`src/rtl/los_mute_detector.sv`:
```
module los_mute_detector #(
  parameter int unsigned DECL_CYCLES  = 389,
  parameter int unsigned CLEAR_CYCLES = 19907
) (
  input  logic clk,
  input  logic rst_n,
  input  logic rx_data,
  input  logic sig_det,
  input  logic sd_pol,
  input  logic mon_dis,
  output logic data_out,
  output logic los,
  output logic los_chg
);
  localparam int GW = $clog2(DECL_CYCLES + 1);
  localparam int WW = $clog2(CLEAR_CYCLES);

  logic          prev_data, int_los, los_q;
  logic [GW-1:0] gap_cnt;
  logic [WW-1:0] win_cnt;

  wire edge_seen = rx_data ^ prev_data;
  wire long_gap  = !edge_seen && (gap_cnt == GW'(DECL_CYCLES));
  wire ext_los   = sig_det ^ sd_pol;

  assign los      = ext_los | (int_los & ~mon_dis);
  assign data_out = rx_data & ~los;
  assign los_chg  = los ^ los_q;

  always_ff @(posedge clk) begin
    if (!rst_n) begin
      prev_data <= 1'b0;
      gap_cnt   <= '0;
      win_cnt   <= '0;
      int_los   <= 1'b0;
      los_q     <= 1'b0;
    end else begin
      prev_data <= rx_data;
      los_q     <= los;
      if (mon_dis) begin
        gap_cnt <= '0;
        win_cnt <= '0;
        int_los <= 1'b0;
      end else begin
        if (edge_seen)      gap_cnt <= '0;
        else if (!long_gap) gap_cnt <= gap_cnt + 1'b1;

        if (!int_los) begin
          win_cnt <= '0;
          if (long_gap) int_los <= 1'b1;
        end else if (long_gap) begin
          win_cnt <= '0;
        end else if (win_cnt == WW'(CLEAR_CYCLES - 1)) begin
          win_cnt <= '0;
          int_los <= 1'b0;
        end else begin
          win_cnt <= win_cnt + 1'b1;
        end
      end
    end
  end

  p_declare_r1: assert property (@(posedge clk) disable iff (!rst_n)
    (!mon_dis && long_gap) |=> int_los);

  p_clear_window_r3: assert property (@(posedge clk) disable iff (!rst_n)
    ($fell(int_los) && !$past(mon_dis)) |-> ($past(win_cnt) == WW'(CLEAR_CYCLES - 1)));

  p_restart_r4: assert property (@(posedge clk) disable iff (!rst_n)
    (!mon_dis && int_los && long_gap) |=> (int_los && win_cnt == '0));

  p_ext_r5: assert property (@(posedge clk) disable iff (!rst_n)
    (sig_det != sd_pol) |-> los);

  p_mute_r6: assert property (@(posedge clk) disable iff (!rst_n)
    los |-> !data_out);

  p_disable_r7: assert property (@(posedge clk) disable iff (!rst_n)
    mon_dis |=> !int_los);

  p_pulse_r8: assert property (@(posedge clk) disable iff (!rst_n)
    ($rose(los) || $fell(los)) |-> los_chg);
endmodule

```
`config.mk`:
```
export PLATFORM = sky130hd
export DESIGN_NAME = los_mute_detector
export DESIGN_NICKNAME = d
export VERILOG_FILES = /design/src/rtl/los_mute_detector.sv
export SDC_FILE = /design/constraint.sdc
export NUM_CORES = 1
export LEC_CHECK = 0
export ABC_AREA = 1
export BUFFER_PORTS_ARGS = -buffer_cell sky130_fd_sc_hd__buf_2
export CORE_ASPECT_RATIO = 1.75
export CORE_MARGIN = 2
export CORE_UTILIZATION = 58
export DETAILED_ROUTE_END_ITERATION = 10
export PLACE_DENSITY = 0.79
export REMOVE_ABC_BUFFERS = 1
export SKIP_CTS_REPAIR_TIMING = 1
export SLEW_MARGIN = 20
export SYNTH_ARGS = -nofsm -noshare
export SYNTH_HDL_FRONTEND = slang
export SYNTH_SLANG_ARGS = --single-unit
```
`constraint.sdc`:
```
create_clock -name clk -period 1.8 [get_ports clk]
set_clock_uncertainty 0.2 [all_clocks]
set_input_delay 0.27 -clock clk [delete_from_list [all_inputs] [get_ports clk]]
set_output_delay 0.27 -clock clk [all_outputs]
set_load 0.05 [all_outputs]
```
==> flow_metrics.tcl <==
set metrics [dict create \
    track_usage_pct 22.2 \
    core_region_area_um2 2240 \
    cp_num_buf_inv 2 \
    report.final.slew_viol_count 0 \
    setup_viol 0 \
    synth-async-reset-ratio_pct 0 \
    yosysMostFrequentCell "nor2_1" \
    antenna_left 0 \
    synth_area_per_cell_um2 6.78 \
    hpwl_mm 2.07 \
    min_period_ps 1730 \
    arrival_ps 1260 \
    io_buffers 8 \
    rsz0062_at_grt "yes" \
    worst_pin_slew_ps 430 \
    syn_inst 199 \
    cts_root_buf "clkbuf_8" \
    dp_slack_ps 126 \
    synth_top_cell_by_area "dfxtp_1" \
    die_y_um 67.8 \
    max_cap_viol_count 0 \
    hp-start "rst_n" \
    start_util_pct 60.1 \
    dpl_cell_area_um2 1410 \
    yosysWarnings 0 \
    cts_tree "done" \
    antenna_cells 0 \
    r2r_start "win_cnt[0]" \
    overflow 0 \
    finalHoldViolCount 0 \
    ios 9 \
    synth_top_area_share_pct 40.0 \
    synth_area_um2 1350 \
    worstSkewPairLatency_ps 260 \
    pwr_density_cell_nw_per_um2 681 \
    max_stage_delay_ps 340 \
    power_uw 1010 \
    die_area_um2 2740 \
    ys_seq_area_share_pct 40.0 \
    outcome "finished clean" \
    crit_fanout 4 \
    crit_start "int_los" \
    drive_gt1_share_pct 6.19 \
    yosys_most_used_dff "dfxtp_1" \
    drt_iter0_markers 43 \
    ys_ff_latch 27 \
    ys_top_cells_by_area "dfxtp_1 (40%), nor2_1 (14%), nand2_1 (12%)" \
    wirelength_mm 2.64 \
    antenna_found_initial 0 \
    fin_nets 221 \
    die_w_um 40.5 \
    worst_setup_path_start_kind "flip-flop" \
    min_period_over_period_pct 96.4 \
    gp_congestion 0.744 \
    cts_buffer_depth 2 \
    slew_headroom_pct 71.3 \
    crit_family "flip-flops" \
    leakage_uw 0.000549 \
    vias_per_cell 5.04 \
    htreeDepth 1 \
    yosysUniqueCellTypes 15 \
    ir_worst_vdd_uv 408 \
    worstSetupPathType "reg2out" \
    setup_slack_ps 65.4 \
    cp_slowest_cell "dfxtp_1" \
    grt_pass1_wl_mm 4.31 \
    area.growth.synth_to_final_pct 9.36 \
    hp-class "in2reg" \
    path_cells "inv_1, o22ai_4, xor2_1, buf_4" \
    synthTopCellsByCount "nor2_1 (49), nand2_1 (43), dfxtp_1 (27), inv_1 (27), nand3_1 (14)" \
    fin_area_um2 1480 \
    clock_sinks 27 \
    vias 1185 \
    drc 0 \
    fp-row-count 23 \
    max_freq_mhz 576 \
    grt_max_degree 16 \
    wire_per_inst_um 11.2 \
    hold_slack_ps 14.5 \
    drt-pass1-iter-count 4 \
    clkTransAtPathRegs_ps 80 \
    cts_buffers 3 \
    crit_required_ps 1330 \
    synth_edf_count 0 \
    grt_pass1_vias 1172 \
    crit_path_end_kind "output port" \
]
[placed cells by master (no fill, tap or decap)]
cell,n
dfxtp_1,27
inv_1,27
and2_1,1
a21oi_1,9
xor2_1,9
xnor2_1,5
o22ai_4,1
buf_4,1
clkbuf_8,3
nand4_1,4
o21ai_0,4
buf_2,7
clkbuf_1,1
nand2_1,43
nor2_1,49
nand2_4,1
nand3_1,14
ha_1,4
[registers in the layout, summed over array words and instances, names as in the netlist]
| signal | cells |
|---|---|
| prev_data | 1 |
| los_q | 1 |
| gap_cnt | 9 |
| int_los | 1 |
| win_cnt | 15 |
[kinds of logic after synthesis]
| family | after synthesis | share of synthesized area, % |
|---|---|---|
| AND/OR/NAND/NOR | 112 | 33.5 |
| AO/OA/AOI/OAI | 14 | 5.28 |
| flip-flops | 27 | 40.0 |
| buffers and inverters | 28 | 8.34 |
| XOR/XNOR | 14 | 9.08 |
| adder cells (fa/ha/maj) | 4 | 3.71 |
[power by group]
part,total [uW],internal (uW),leakage (uW),switching (uW)
Combinational,67.6,20.6,0.000308,47.0
Clock,334,158,0.0000228,176
Sequential,604,601,0.000218,3.04
[routing by layer]
metal	routed length (um)	global-route usage [%]
met1	1010	18.7
met2	1590	45.8
met3	19	2.27
met4	19	9.17
met5	0	0
[path summary, 6_finish.rpt]
path,to,slack [ps],cells past startpoint
hold / removal,prev_data,10,3
setup / recovery,los_chg,70,4
setup reg to reg,win_cnt[5],100,9
hold reg to reg,int_los,270,2
[worst reg2reg max path, cell delays in order, from the launching register on]
cell     delay (ps)
dfxtp_1         420
inv_1            90
ha_1            200
nand2_1          60
inv_1            30
nand2_1          70
nor2_1           60
a21oi_1         220
nand2_4         160
nor2_1          130
[layout make-up]
class                   instances  area (um2)
multi-input cells             144         716
repair buffers                  8        42.5
inverters                      27         101
flip-flops and latches         27         541
well taps                      25        31.3
fillers                       215         768
clock buffers                   4        45.0
[metrics by stage]
| stage | std cells | util [%] | setup TNS, ps |
|---|---|---|---|
| CTS | 235 | 64.8 | -89.5 |
| floorplan | 198 | - | -1130 |
| detailed placement | 231 | 62.8 | 0 |
| finish | 235 | 65.8 | 0 |
| global route | 235 | 65.8 | -25.8 |
| global placement | 231 | 62.8 | 0 |
Power figures use the tool's default switching activity.
